<file path="src/rtl/sla_pkg.sv">
package sla_pkg;
  typedef enum logic [1:0] {
    MODE_MINTERM = 2'd0,
    MODE_GROUP   = 2'd1,
    MODE_FULL    = 2'd2,
    MODE_OFF     = 2'd3
  } sla_mode_e;
endpackage

</file>
<file path="src/rtl/sla_cfg_store.sv">
module sla_cfg_store #(
  parameter int N_IN    = 3,
  parameter int P_TERMS = 8,
  parameter int M_OUT   = 2,
  parameter int A_W     = 4,
  parameter int D_W     = 8
) (
  input  logic                              clk,
  input  logic                              rst_n,
  input  logic                              cfg_we,
  input  logic [A_W-1:0]                    cfg_addr,
  input  logic [D_W-1:0]                    cfg_data,
  output logic [P_TERMS-1:0][N_IN-1:0]      true_mask,
  output logic [P_TERMS-1:0][N_IN-1:0]      comp_mask,
  output logic [P_TERMS-1:0]                empty_en,
  output logic [M_OUT-1:0][P_TERMS-1:0]     or_mask
);
  always_ff @(posedge clk or negedge rst_n) begin
    if (!rst_n) begin
      true_mask <= '0;
      comp_mask <= '0;
      empty_en  <= '0;
      or_mask   <= '0;
    end else if (cfg_we) begin
      for (int k = 0; k < P_TERMS; k++) begin
        if (cfg_addr == A_W'(k)) begin
          true_mask[k] <= cfg_data[N_IN-1:0];
          comp_mask[k] <= cfg_data[2*N_IN-1:N_IN];
          empty_en[k]  <= cfg_data[2*N_IN];
        end
      end
      for (int j = 0; j < M_OUT; j++) begin
        if (cfg_addr == A_W'(P_TERMS + j)) begin
          or_mask[j] <= cfg_data[P_TERMS-1:0];
        end
      end
    end
  end
endmodule

</file>
<file path="src/rtl/sla_and_plane.sv">
module sla_and_plane
  import sla_pkg::*;
#(
  parameter int N_IN    = 3,
  parameter int P_TERMS = 8
) (
  input  sla_mode_e                     mode,
  input  logic [N_IN-1:0]               in_vec,
  input  logic [P_TERMS-1:0][N_IN-1:0]  true_mask,
  input  logic [P_TERMS-1:0][N_IN-1:0]  comp_mask,
  input  logic [P_TERMS-1:0]            empty_en,
  output logic [P_TERMS-1:0]            term_vec
);
  localparam int MINTERMS = 2 ** N_IN;

  // Programmable product: empty terms follow their enable, otherwise AND of literals.
  function automatic logic eval_term(input logic [N_IN-1:0] x,
                                     input logic [N_IN-1:0] t,
                                     input logic [N_IN-1:0] c,
                                     input logic            en);
    if ((t | c) == '0) return en;
    return &((~t | x) & (~c | ~x));
  endfunction

  logic [P_TERMS-1:0] prog_term;
  logic [P_TERMS-1:0] dec_term;

  for (genvar k = 0; k < P_TERMS; k++) begin : g_term
    assign prog_term[k] = eval_term(in_vec, true_mask[k], comp_mask[k], empty_en[k]);
    if (k < MINTERMS) begin : g_dec
      assign dec_term[k] = (in_vec == N_IN'(k));
    end else begin : g_nodec
      assign dec_term[k] = 1'b0;
    end
  end

  assign term_vec = (mode == MODE_MINTERM) ? dec_term : prog_term;
endmodule

</file>
<file path="src/rtl/sla_or_plane.sv">
module sla_or_plane
  import sla_pkg::*;
#(
  parameter int P_TERMS = 8,
  parameter int M_OUT   = 2
) (
  input  sla_mode_e                      mode,
  input  logic [P_TERMS-1:0]             term_vec,
  input  logic [M_OUT-1:0][P_TERMS-1:0]  or_mask,
  output logic [M_OUT-1:0]               out_vec
);
  localparam int GRP = P_TERMS / M_OUT;

  // Fixed term group owned by output j in fixed-group mode.
  function automatic logic [P_TERMS-1:0] group_mask(input int j);
    logic [P_TERMS-1:0] m;
    m = '0;
    for (int k = 0; k < P_TERMS; k++) begin
      if (k >= j * GRP && k < (j + 1) * GRP) m[k] = 1'b1;
    end
    return m;
  endfunction

  for (genvar j = 0; j < M_OUT; j++) begin : g_out
    localparam logic [P_TERMS-1:0] GMASK = group_mask(j);
    logic prog_sum;
    logic grp_sum;
    assign prog_sum = |(term_vec & or_mask[j]);
    assign grp_sum  = |(term_vec & GMASK);
    always_comb begin
      unique case (mode)
        MODE_MINTERM, MODE_FULL: out_vec[j] = prog_sum;
        MODE_GROUP:              out_vec[j] = grp_sum;
        default:                 out_vec[j] = 1'b0;
      endcase
    end
  end
endmodule

</file>
<file path="src/rtl/sop_logic_array.sv">
module sop_logic_array
  import sla_pkg::*;
#(
  parameter int N_IN    = 3,
  parameter int P_TERMS = 8,
  parameter int M_OUT   = 2,
  localparam int TERM_W = 2 * N_IN + 1,
  localparam int CFG_W  = (TERM_W > P_TERMS) ? TERM_W : P_TERMS,
  localparam int ADDR_W = $clog2(P_TERMS + M_OUT)
) (
  input  logic              clk,
  input  logic              rst_n,
  input  logic [1:0]        mode_sel,
  input  logic [N_IN-1:0]   in_vec,
  input  logic              cfg_we,
  input  logic [ADDR_W-1:0] cfg_addr,
  input  logic [CFG_W-1:0]  cfg_data,
  output logic [M_OUT-1:0]  out_vec
);
  sla_mode_e                     mode_e;
  logic [P_TERMS-1:0][N_IN-1:0]  true_mask;
  logic [P_TERMS-1:0][N_IN-1:0]  comp_mask;
  logic [P_TERMS-1:0]            empty_en;
  logic [M_OUT-1:0][P_TERMS-1:0] or_mask;
  logic [P_TERMS-1:0]            term_vec;

  assign mode_e = sla_mode_e'(mode_sel);

  sla_cfg_store #(
    .N_IN(N_IN), .P_TERMS(P_TERMS), .M_OUT(M_OUT), .A_W(ADDR_W), .D_W(CFG_W)
  ) u_store (
    .clk(clk), .rst_n(rst_n), .cfg_we(cfg_we), .cfg_addr(cfg_addr),
    .cfg_data(cfg_data), .true_mask(true_mask), .comp_mask(comp_mask),
    .empty_en(empty_en), .or_mask(or_mask)
  );

  sla_and_plane #(.N_IN(N_IN), .P_TERMS(P_TERMS)) u_and (
    .mode(mode_e), .in_vec(in_vec), .true_mask(true_mask),
    .comp_mask(comp_mask), .empty_en(empty_en), .term_vec(term_vec)
  );

  sla_or_plane #(.P_TERMS(P_TERMS), .M_OUT(M_OUT)) u_or (
    .mode(mode_e), .term_vec(term_vec), .or_mask(or_mask), .out_vec(out_vec)
  );
endmodule

</file>
<file path="config.mk">
export PLATFORM = sky130hd
export DESIGN_NAME = sop_logic_array
export DESIGN_NICKNAME = d
export VERILOG_FILES = /design/src/rtl/sla_pkg.sv /design/src/rtl/sla_cfg_store.sv /design/src/rtl/sla_and_plane.sv /design/src/rtl/sla_or_plane.sv /design/src/rtl/sop_logic_array.sv
export SDC_FILE = /design/constraint.sdc
export NUM_CORES = 1
export LEC_CHECK = 0
export ABC_AREA = 1
export BUFFER_PORTS_ARGS = -buffer_cell sky130_fd_sc_hd__buf_2
export CORE_MARGIN = 8
export CORE_UTILIZATION = 30
export DETAILED_ROUTE_END_ITERATION = 10
export GPL_TIMING_DRIVEN = 0
export PLACE_DENSITY = 0.49
export SLEW_MARGIN = 20
export SYNTH_ARGS = -nofsm -noshare
export SYNTH_HDL_FRONTEND = slang
export SYNTH_SLANG_ARGS = --single-unit
</file>
<file path="constraint.sdc">
create_clock -name clk -period 2 [get_ports clk]
set_clock_uncertainty 0.05 [all_clocks]
set_input_delay 0.2 -clock clk [delete_from_list [all_inputs] [get_ports clk]]
set_output_delay 0.2 -clock clk [all_outputs]
set_load 0.01 [all_outputs]
</file>
# Yosys cells after proc, flatten, opt, wreduce, memory -nomap -nowiden
# Cells that the tools add are included.
totals:
  regBits: 72
  input_bits: 20
  out_inout_bits: 2
  word_cells: 156
op_classes:
  eq_ne: 18
  mux: 27
  n_bitwise: 51
  n_reduce_logical: 34
ops:
  columns: ["op", "count"]
  rows:
  - ["$or 3x3->3", 24]
  - ["$not 3->3", 17]
  - ["$logic_not 3->1", 9]
  - ["$and 3x3->3", 8]
  - ["$mux 1", 24]
  - ["$reduce_and 3->1", 8]
  - ["$reduce_and 2->1", 10]
  - ["$and 8x8->8", 2]
  - ["$eq 4x3->1 const B", 4]
  - ["$reduce_or 8->1", 2]
  - ["$eq 3x3->1 const B", 4]
  - ["$eq 4x2->1 const B", 2]
  - ["$eq 4x4->1 const B", 2]
  - ["$mux 8", 1]
  - ["$reduce_or 4->1", 2]
  - ["$eq 3x2->1 const B", 2]
  - ["$eq 4x1->1 const B", 1]
  - ["$logic_not 4->1", 1]
  - ["$pmux 1 s2", 2]
  - ["$eq 3x1->1 const B", 1]
  - ["$eq 2x1->1 const B", 1]
  - ["$eq 2x2->1 const B", 1]
  - ["$logic_not 2->1", 1]
  - ["$reduce_or 2->1", 1]

# Longest topological paths before layout
# Gate-level depths: netlist of run 1.
logic_depth:
  depth_word: 9
  ltp_mapped: 12

# Modules after synthesis
# A second synthesis of run 1 with hierarchy kept.
unflattened:
  hier_cells: 600
  hier_area_um2: 3976.3
modules_own_cells:
  columns: ["module", "n_inst", "cells_each", "area_per_inst_um2", "seq_area_each_um2"]
  rows:
  - ["sla_cfg_store", 1, 350, 2995.4, 1801.7]
  - ["sla_and_plane", 1, 206, 813.3, 0.0]
  - ["sla_or_plane", 1, 44, 167.7, 0.0]

# Least setup slack after synthesis of run 1
# No wires, ideal clock.
synth_timing:
  path_kind: "register to output"
  startpoint: "register u_store.true_mask[4] (netlist bit)"
  endpoint: "output port out_vec[0]"
  arrival_time_ps: 1085
  slack_ps: 665
  path_stages_with_launch: 11
  cell_sequence: "dfrtp_1 -> nor3_1 -> nand2_1 -> nand3_1 -> nand2_1 -> nand2_1 -> nand2_1 -> nor2_1 -> nand2_1 -> nand2_1 -> nand2_1"
synth_between:
  elab_chain_cells: 9
  elab_cells_between_ends: 13
  classes_between: "4 x mux; 5 x bitwise; 4 x reduce/logical"
synth_rtl:
  columns: ["element", "line_no", "text"]
  rows:
  - ["start, declared", "sla_cfg_store.sv:13", "output logic [P_TERMS-1:0][N_IN-1:0] true_mask,"]
  - ["start signal, assigned by index", "sla_cfg_store.sv:27", "true_mask[k] <= cfg_data[N_IN-1:0];"]
  - ["$not 3->3", "sla_and_plane.sv:22", "return &((~t | x) & (~c | ~x));"]
  - ["$or 3x3->3", "sla_and_plane.sv:22", null]
  - ["$and 3x3->3", "sla_and_plane.sv:22", null]
  - ["$reduce_and 3->1", "sla_and_plane.sv:22", null]
  - ["$mux 1 *", "sla_and_plane.sv:22", null]
  - ["$mux 8 *", "sla_and_plane.sv:37", "assign term_vec = (mode == MODE_MINTERM) ? dec_term : prog_term;"]
  - ["$and 8x8->8", "sla_or_plane.sv:28", "assign prog_sum = |(term_vec & or_mask[j]);"]
  - ["$reduce_or 8->1", "sla_or_plane.sv:28", null]
  - ["$pmux 1 s2 *", "sla_or_plane.sv:31", "unique case (mode)"]
  - ["end, declared", "sop_logic_array.sv:18", "output logic [M_OUT-1:0] out_vec"]
# Every way passes the cells marked *; elsewhere a longest branch is shown, timed or not.

# Worst setup path in the final report of run 1
layout_timing:
  startpoint: "register u_store.comp_mask[9] (netlist bit)"
  endpoint: "output port out_vec[0]"
layout_between:
  elab_chain_cells: 9
  elab_cells_between_ends: 13
  classes_between: "4 x mux; 5 x bitwise; 4 x reduce/logical"
layout_rtl:
  columns: ["element", "line_no", "text"]
  rows:
  - ["start, declared", "sla_cfg_store.sv:14", "output logic [P_TERMS-1:0][N_IN-1:0] comp_mask,"]
  - ["start signal, assigned by index", "sla_cfg_store.sv:28", "comp_mask[k] <= cfg_data[2*N_IN-1:N_IN];"]
  - ["$not 3->3", "sla_and_plane.sv:22", null]
  - ["$or 3x3->3", "sla_and_plane.sv:22", null]
  - ["$and 3x3->3", "sla_and_plane.sv:22", null]
  - ["$reduce_and 3->1", "sla_and_plane.sv:22", null]
  - ["$mux 1 *", "sla_and_plane.sv:22", null]
  - ["$mux 8 *", "sla_and_plane.sv:37", null]
  - ["$and 8x8->8", "sla_or_plane.sv:28", null]
  - ["$reduce_or 8->1", "sla_or_plane.sv:28", null]
  - ["$pmux 1 s2 *", "sla_or_plane.sv:31", null]
# Marked as above.

==> qor.txt, run 1 <==
Clock Sinks: 72
Switching power total: 1.37 mW
Max Buffers Root-to-Sink: 2
DR pass1 iterations: 4
Pleak: 2.16 nW
Max cap viols: 0
Mapped cell area: 3530 µm²
Initial antenna violation count: 0
Nets: 540
Max-slew violations: 0
Post-synth top area share: 0.511
# setup viols final: 0
Simple-gate share of the synthesized area: 0.327
Syn_area_per_cell: 7.28 µm²
CTS H-tree depth: 3
Grt met1 use: 0.182
Peak supply drop: 0.000402 V
DP HPWL: 6.71 mm
Die area: 15,500 µm²
Initial Utilization: 0.307
Slew HR: 0.651
Status: completed
Worst-margin pin slew: 0.524 ns
Detail Route Antenna Nets: 0
Fin crit share: 0.973
RSZ-0062 raised after global routing: true
Fin. Hold Viols: 0
GRT Residual Overflow: 0
Post-synthesis xor/xnor area fraction: 0
Root Driver: clkbuf_16
# IOs: 22
CTS Buf Count: 9
WL per Instance: 15.2 µm
IO buf count: 21
Minimum hold slack: 0.113 ns
Syn Inst Count: 484
Largest net degree at the start of global routing: 55
Ant. Diodes: 0
Min Tclk post-route: 1.95 ns
CP Data Arrival Time: 1.70 ns
Synth unique cells: 16
Crit. End Element: primary output
Synth Area in Adders: 0
Cell taking the most area after synthesis: dfrtp_1
Clock power share: 0.331
Most used routing layer: met2
Ys Warns: 0
Via density: 4.64
Routed Wire Length: 10.2 mm
# rows: 39
Sequential power share: 0.452
Internal: 3.00 mW
Height of the die: 124 µm
Die Width: 124 µm
Switching fraction of total power: 0.314
Compound-gate portion of the synthesized area: 0.102
Pwr/cell area: 1050 nW/µm²
Synthesis-stage register bit count: 72
Worst-Skew Late Latency: 0.32 ns
Hold WC Path Type: in -> reg
Main combinational cell family by area after synthesis: simple AND/OR/NAND/NOR gates
Initial DRC Count: 166
Syn nets: 504
Clk slew on worst S/H paths: 0.06 ns
Proportion of layout cells with a drive suffix above 1: 0.124
Worst setup path class: reg -> out
Finished Cell Area: 4180 µm²
TritonCTS clock tree: built
Remaining DRCs: 0
Combinational power share: 0.217
Placed Area: 3840 µm²
Vias in the first global route: 3,128
Fmax: 514 MHz
Top post-synthesis cells by area: dfrtp_1 (51%), nand2_1 (21%), o21ai_0 (10%), nor2_1 (6.1%), inv_1 (3.9%)
Grt met3 use: 0.0298
Core ar.: 11,500 µm²
M2 GR Usage: 0.216
Global-route wire length before repair: 16.9 mm
Via count: 3,093
Proportion of synthesized area in mux cells: 0
GPL Wtd Cong: 0.821
Crit path required time: 1.75 ns
Worst Setup Start Kind: flip-flop
Critical-path maximum fanout: 3
Total track usage: 0.136
Layout area overhead: 18.4%
Seq/Total Area, Yosys: 0.511
[state kept, by name (all words and copies together) (netlist names)]
signal	flops
u_store.comp_mask	24
u_store.empty_en	8
u_store.true_mask	24
u_store.or_mask	16
[placed cells by master, fill, tap and decap left out, drive strengths merged]
master,instances
buf,31
nand3,18
nand4,2
nand2,203
clkbuf,19
dlygate4sd3,1
dfrtp,72
and2,3
inv,38
clkinv,1
o21ai,72
nor2,57
nor3,6
[synthesized netlist by cell type]
cell	count
inv_1	37
nand3_2	2
buf_4	2
nor2_1	57
nand3_1	16
nor3_1	6
dfrtp_1	72
clkbuf_1	6
nand2_2	6
o21ai_0	72
and2_0	3
buf_6	1
buf_2	4
nand2_1	197
nand4_1	2
inv_2	1
[timing repair]
action / 4_1_cts / 5_1_grt
buffers inserted: 0 / 2
setup endpoints to repair: 2 / 2
pin swaps: 0 / 10
endpoints found under the hold margin: 18 / 0
resized for setup: 4 / 11
hold buffers: 1 / 0
[stage by stage]
step                utilization  setup WS, ns  power (mW)  instances  TNS, ns
detailed placement        0.335        0.0774        2.89        649        0
global placement          0.332        0.0808        2.87        648        0
floorplan                     -         0.665        2.58        484        0
CTS                       0.359       0.00248        4.36        664        0
global route              0.364       -0.0831        4.67        666   -0.152
finish                    0.364        0.0543        4.37        666        0
[routing by layer]
metal | part of all wire | routed length [µm]
met5 | 0 | 0
met4 | 0.010 | 102
met3 | 0.032 | 323
met2 | 0.46 | 4640
met1 | 0.50 | 5090
[final timing paths]
path | to | start | depth (start not counted) | slack [ns]
max | out_vec[0] | u_store.comp_mask[9] | 12 | 0.05
min | u_store.or_mask[15] | cfg_data[7] | 3 | 0.11
max reg2reg | u_store.comp_mask[0] | u_store.comp_mask[0] | 3 | 1.17
min reg2reg | u_store.or_mask[8] | u_store.or_mask[8] | 2 | 0.44
max in group asynchronous | u_store.true_mask[2] | rst_n | 3 | 1.10
min in group asynchronous | u_store.or_mask[10] | rst_n | 2 | 0.24
[cells by family (layout without fill, tap and decap cells)]
| group | after synthesis | after routing |
|---|---|---|
| flops | 72 | 72 |
| compound gates | 72 | 72 |
| buf+inv | 51 | 90 |
| simple gates | 289 | 289 |
[area by class of cell]
| type | instances | area [µm²] |
|---|---|---|
| Multi-Input combinational cell | 361 | 1570 |
| Sequential cell | 72 | 1800 |
| Fill cell | 1219 | 7290 |
| Tap cell | 143 | 179 |
| Timing Repair Buffer | 25 | 160 |
| Clock inverter | 1 | 5.00 |
| Clock buffer | 13 | 250 |
| Buffer | 13 | 68.8 |
| Inverter | 38 | 143 |
[critical path, cell delays in order, from the launching register on]
cell	delay [ns]
dfrtp_1	0.40
nor2_1	0.10
and2_0	0.13
nand2_1	0.06
nand3_2	0.08
nand2_2	0.09
nand2_1	0.07
nand2_1	0.05
nor2_1	0.09
nand2_1	0.07
nand2_1	0.05
nand2_1	0.04
buf_2	0.13
[power groups by stage]
stage | Sequential (mW) | Combinational, mW | Clock, mW
2_1_floorplan | 1.93 | 0.651 | 0
3_3_place_gp | 1.99 | 0.881 | 0
3_5_place_dp | 1.99 | 0.902 | 0
4_1_cts | 1.97 | 0.919 | 1.47
5_1_grt | 2.02 | 1.11 | 1.54
6_report | 1.98 | 0.948 | 1.44
Power figures use the tool's default switching activity.
==> run 2: changes to the inputs <==
--- a/config.mk
+++ b/config.mk
@@ -11,7 +11,7 @@
 export CORE_UTILIZATION = 30
 export DETAILED_ROUTE_END_ITERATION = 10
 export GPL_TIMING_DRIVEN = 0
-export PLACE_DENSITY = 0.49
+export PLACE_DENSITY = 0.46
 export SLEW_MARGIN = 20
 export SYNTH_ARGS = -nofsm -noshare
 export SYNTH_HDL_FRONTEND = slang
==> run 2 against run 1 <==
  * Clock power down 5%
  * Die area unchanged
  * Wire length up 0.46%
  * Count of clock-buffer cells in the layout down 2
  * Cell count down 0.15%
  * Sequential power about the same
  * Register-to-register slack worse by 0.02 ns
  * Via count up 0.32%
  * Utilization down 0.31 points
  * Final area down 0.84%
  * Critical path type unchanged
  * Critical endpoint is now out_vec[1]
  * Largest power group unchanged
==> qor.txt, run 2 (synthesized netlist as in run 1, its figures left out) <==
Switching fraction of total power: 0.313
Detail Route Antenna Nets: 0
Internal: 2.95 mW
Critical-path maximum fanout: 3
# IOs: 22
Root Driver: clkbuf_16
# rows: 39
Pleak: 2.14 nW
Most frequent cells in the layout: nand2_1 (190), o21ai_0 (72), dfrtp_1 (72)
Global-route wire length before repair: 16.6 mm
Fin. Hold Viols: 0
Hold WC Path Type: in -> reg
Hold Path Stages: 3
Max Buffers Root-to-Sink: 2
Largest net degree at the start of global routing: 42
Routed Wire Length: 10.2 mm
Initial antenna violation count: 0
CP Data Arrival Time: 1.68 ns
Worst r2r src: u_store.comp_mask[0]
# fillers: 1,223
GPL Wtd Cong: 0.791
Worst-Skew Late Latency: 0.33 ns
R2R depth: 3
CTS Buf Count: 9
Proportion of layout cells with a drive suffix above 1: 0.119
Clk slew on worst S/H paths: 0.05 ns
Slew HR: 0.626
Combinational power share: 0.218
Remaining DRCs: 0
GRT Residual Overflow: 0
Finished Cell Area: 4140 µm²
Worst path bufs/invs: 1
Sequential power share: 0.461
Die area: 15,500 µm²
Core ar.: 11,500 µm²
Hold Path Sink: u_store.or_mask[15]
Via count: 3,103
Critical path's top delay family: simple AND/OR/NAND/NOR gates
Clock power share: 0.321
Worst Setup Start Kind: flip-flop
Largest registers: u_store.comp_mask (24), u_store.true_mask (24), u_store.or_mask (16)
Height of the die: 124 µm
Cell breakdown of the critical path: nor3_1 > nand2_1 > nand3_2 > nand2_2 > nand2_1 > nand2_1 > nor2_1 > nand2_1 > nand2_1 > nand2_1 > buf_2
WL per Instance: 15.3 µm
Worst setup path class: reg -> out
Placed Area: 3830 µm²
R2r setup slk: 1.15 ns
Final setup margin: 0.0659 ns
Worst-margin pin slew: 0.560 ns
Slowest stage delay, CP: 0.40 ns
Crit. End Element: primary output
Clock Sinks: 72
CP dominant cell by count: nand2_1
Fmax: 517 MHz
Status: completed
Die Width: 124 µm
Min Tclk post-route: 1.93 ns
Slowest-stage cell, CP: dfrtp_1
Total track usage: 0.136
CTS H-tree depth: 3
Vias in the first global route: 3,121
RSZ-0062 raised after global routing: true
TritonCTS clock tree: built
Switching power total: 1.34 mW
Crit path required time: 1.75 ns
Pwr/cell area: 1040 nW/µm²
# setup viols final: 0
Peak supply drop: 0.000388 V
Worst min-delay path startpoint: cfg_data[7]
Total power: 4.29 mW
R2r endpoint: u_store.comp_mask[0]
Max cap viols: 0
Nets: 540
Max-slew violations: 0
Via density: 4.67
Layout area overhead: 17.4%
IO buf count: 21
DP Worst Slack: 0.124 ns
Fin crit share: 0.967
DP HPWL: 6.84 mm
DR pass1 iterations: 5
Ant. Diodes: 0
Initial Utilization: 0.307
Initial DRC Count: 132
Most common cell after layout, fill and taps aside: nand2_1
[run 2: stage by stage]
| step | instances | utilization | hold WS, ns | setup TNS (ns) |
|---|---|---|---|---|
| after global routing | 665 | 0.361 | 0.134 | -0.176 |
| after floorplan | 484 | - | -0.146 | 0 |
| after global placement | 648 | 0.332 | 0.416 | 0 |
| after CTS | 663 | 0.358 | 0.104 | 0 |
| after detailed placement | 649 | 0.334 | 0.127 | 0 |
| final | 665 | 0.361 | 0.104 | 0 |
[run 2: repair_timing]
| action | in CTS | in global routing |
|---|---|---|
| hold buffers | 1 | 0 |
| gates resized for setup | 4 | 9 |
| endpoints found under the setup margin | 2 | 2 |
| setup buffers | 0 | 2 |
| pin swaps | 0 | 13 |
| endpoints found under the hold margin | 31 | 0 |
[run 2: worst max-delay path by stage]
stage	from	end	cells past startpoint	slack, ns
5_1_grt	u_store.comp_mask[9]	out_vec[0]	12	-0.1
6_report	u_store.true_mask[19]	out_vec[1]	11	0.07
3_5_place_dp	in_vec[1]	out_vec[1]	14	0.12
3_3_place_gp	in_vec[0]	out_vec[0]	14	0.12
4_1_cts	u_store.comp_mask[3]	out_vec[1]	13	0.03
2_1_floorplan	u_store.true_mask[4]	out_vec[0]	10	0.66
[run 2: metal layers]
metal | track usage | share of wire
met2 | 0.224 | 0.48
met1 | 0.175 | 0.47
met3 | 0.0179 | 0.035
met5 | 0 | 0
met4 | 0.0553 | 0.016
[run 2: area by class of cell]
| class | count | area [µm²] | share of cell area |
|---|---|---|---|
| flip-flops and latches | 72 | 1800 | 0.435 |
| multi-input cells | 361 | 1550 | 0.375 |
| clock buffers | 11 | 233 | 0.0562 |
| well taps | 143 | 179 | 0.0432 |
| repair buffers | 25 | 153 | 0.0369 |
| inverters | 38 | 143 | 0.0345 |
| plain buffers | 13 | 68.8 | 0.0166 |
| clock inverters | 2 | 10.0 | 0.00242 |
[run 2: worst register-to-register path, cell delays in order, from the launching register on]
cell     delay, ns
dfrtp_1       0.40
buf_4         0.14
nand2_1       0.05
o21ai_0       0.07
[run 2: power groups by stage]
stage	logic (mW)	clock network [mW]	registers [mW]
2_1_floorplan	0.651	0	1.93
3_3_place_gp	0.881	0	1.99
3_5_place_dp	0.901	0	1.99
4_1_cts	0.918	1.42	1.97
5_1_grt	1.11	1.47	2.01
6_report	0.936	1.37	1.98
==> run 3: changes to the inputs <==
--- a/config.mk
+++ b/config.mk
@@ -8,10 +8,10 @@
 export ABC_AREA = 1
 export BUFFER_PORTS_ARGS = -buffer_cell sky130_fd_sc_hd__buf_2
 export CORE_MARGIN = 8
-export CORE_UTILIZATION = 30
+export CORE_UTILIZATION = 55
 export DETAILED_ROUTE_END_ITERATION = 10
 export GPL_TIMING_DRIVEN = 0
-export PLACE_DENSITY = 0.46
+export PLACE_DENSITY = 0.74
 export SLEW_MARGIN = 20
 export SYNTH_ARGS = -nofsm -noshare
 export SYNTH_HDL_FRONTEND = slang
==> run 3 against run 2 <==
  * Clock power shrank 12%
  * Largest cell class unchanged
  * Cell count shrank 9.8%
  * Utilization grew 28 points
  * Worst setup slack lost 0.049 ns
  * Largest power group unchanged
  * Highest routed layer unchanged
  * Die area shrank 40%
  * Count of clock-buffer cells in the layout grew 2
  * Non-clock buffer count shrank 1
  * Final area shrank 3.2%
  * Critical path type unchanged
  * Power shrank 4.8%
  * Global-route usage grew 7.2 points
  * Sequential power is essentially flat
==> qor.txt, run 3 (synthesized netlist as in run 1, its figures left out) <==
Status: completed
GRT Residual Overflow: 0
Die area: 9230 µm²
Global-route wire length before repair: 14.3 mm
GPL Wtd Cong: 0.902
Core ar.: 6280 µm²
Crit. End Element: primary output
Vias in the first global route: 2,856
IO buf count: 21
Worst setup path class: reg -> out
Initial Utilization: 0.562
Max-slew violations: 0
TritonCTS clock tree: built
CTS Buf Count: 9
Final Non-Filler Cells: 600
# setup viols final: 0
Remaining DRCs: 0
Proportion of layout cells with a drive suffix above 1: 0.115
Ant. Diodes: 0
Nets: 539
Most frequent cells in the layout: nand2_1 (194), o21ai_0 (72), dfrtp_1 (72)
Largest net degree at the start of global routing: 54
Worst-margin pin slew: 0.469 ns
Initial antenna violation count: 0
# IOs: 22
Worst-Skew Late Latency: 0.35 ns
Hold WC Path Type: in -> reg
Combined area of the multi-input logic cells: 1540 µm²
Routed Wire Length: 8.79 mm
Max cap viols: 0
Critical-path maximum fanout: 3
Minimum hold slack: 0.0854 ns
Initial DRC Count: 308
Placed Area: 3760 µm²
Fin. Hold Viols: 0
Finished Cell Area: 4010 µm²
Worst Setup Start Kind: flip-flop
Total track usage: 0.208
Worst setup path startpoint: u_store.true_mask[10]
Most common cell after layout, fill and taps aside: nand2_1
Storage cell area: 1800 µm²
Fin crit share: 0.992
Fin Setup TNS: 0 ns
Layout area overhead: 13.6%
Peak supply drop: 0.000546 V
Die Width: 96.1 µm
CP Data Arrival Time: 1.73 ns
RSZ-0062 raised after global routing: true
Fmax: 504 MHz
Worst min-delay path startpoint: cfg_data[7]
Crit path required time: 1.75 ns
# fillers: 568
Clock Sinks: 72
Via count: 3,210
Worst r2r src: u_store.comp_mask[16]
Pwr/cell area: 1020 nW/µm²
Slew HR: 0.687
Largest registers: u_store.comp_mask (24), u_store.true_mask (24), u_store.or_mask (16)
Clk slew on worst S/H paths: 0.07 ns
DP HPWL: 5.91 mm
Pleak: 2.12 nW
# rows: 29
Min Tclk post-route: 1.98 ns
CTS H-tree depth: 3
Via density: 5.35
WL per Instance: 14.7 µm
Max Buffers Root-to-Sink: 2
Cell total after placement: 583
DR pass1 iterations: 5
Height of the die: 96.1 µm
Root Driver: clkbuf_8
Detail Route Antenna Nets: 0
run 3: repair_timing:
action / in CTS / in global routing
buffers inserted: 0 / 1
pin swaps: 0 / 1
setup endpoints to repair: 1 / 2
endpoints found under the hold margin: 19 / 0
hold buffers: 1 / 0
resized for setup: 3 / 5
run 3: metal layers:
metal	part of all wire	GRT usage	routed length, µm	vias up
met5	0	0	0	-
met4	0.022	0.101	195	0
met3	0.062	0.0335	546	14
met2	0.44	0.299	3880	105
met1	0.47	0.296	4170	1507
li1	-	-	-	1584
run 3: path summary, 6_finish.rpt:
kind | end | slack, ns | cells after the start
min in group asynchronous | u_store.comp_mask[11] | 0.23 | 2
worst min-delay path | u_store.or_mask[7] | 0.09 | 3
worst min register to register | u_store.or_mask[14] | 0.44 | 2
max in group asynchronous | u_store.true_mask[12] | 1.14 | 3
worst max register to register | u_store.comp_mask[16] | 1.12 | 3
worst max-delay path | out_vec[0] | 0.02 | 11
run 3: stage by stage:
| step | power, mW | setup slack [ns] | utilization |
|---|---|---|---|
| 2_1_floorplan | 2.58 | 0.665 | - |
| 3_3_place_gp | 2.83 | 0.247 | 0.594 |
| 3_5_place_dp | 2.87 | 0.204 | 0.599 |
| 4_1_cts | 4.07 | 0.00296 | 0.635 |
| 5_1_grt | 4.35 | -0.108 | 0.638 |
| 6_report | 4.08 | 0.0167 | 0.638 |
run 3: final cells by class:
class	count	share of cell area
repair buffers	24	0.0381
clock buffers	13	0.0422
plain buffers	13	0.0172
flip-flops and latches	72	0.450
multi-input cells	361	0.384
inverters	38	0.0356
well taps	77	0.0240
clock inverters	2	0.00937
run 3: worst max-delay path, stage by stage (launching register included):
cell     delay, ns
dfrtp_1       0.41
nor3_2        0.18
nand2_1       0.08
nand3_2       0.09
nand2_2       0.09
nand2_1       0.06
nand2_1       0.05
nor2_1        0.12
nand2_1       0.06
nand2_1       0.06
nand2_1       0.05
buf_2         0.13
run 3: where the power goes:
group	leakage, nW	switching (mW)	internal (mW)
registers	0.915	0.217	1.75
clock network	0.102	0.524	0.673
logic	1.10	0.545	0.366
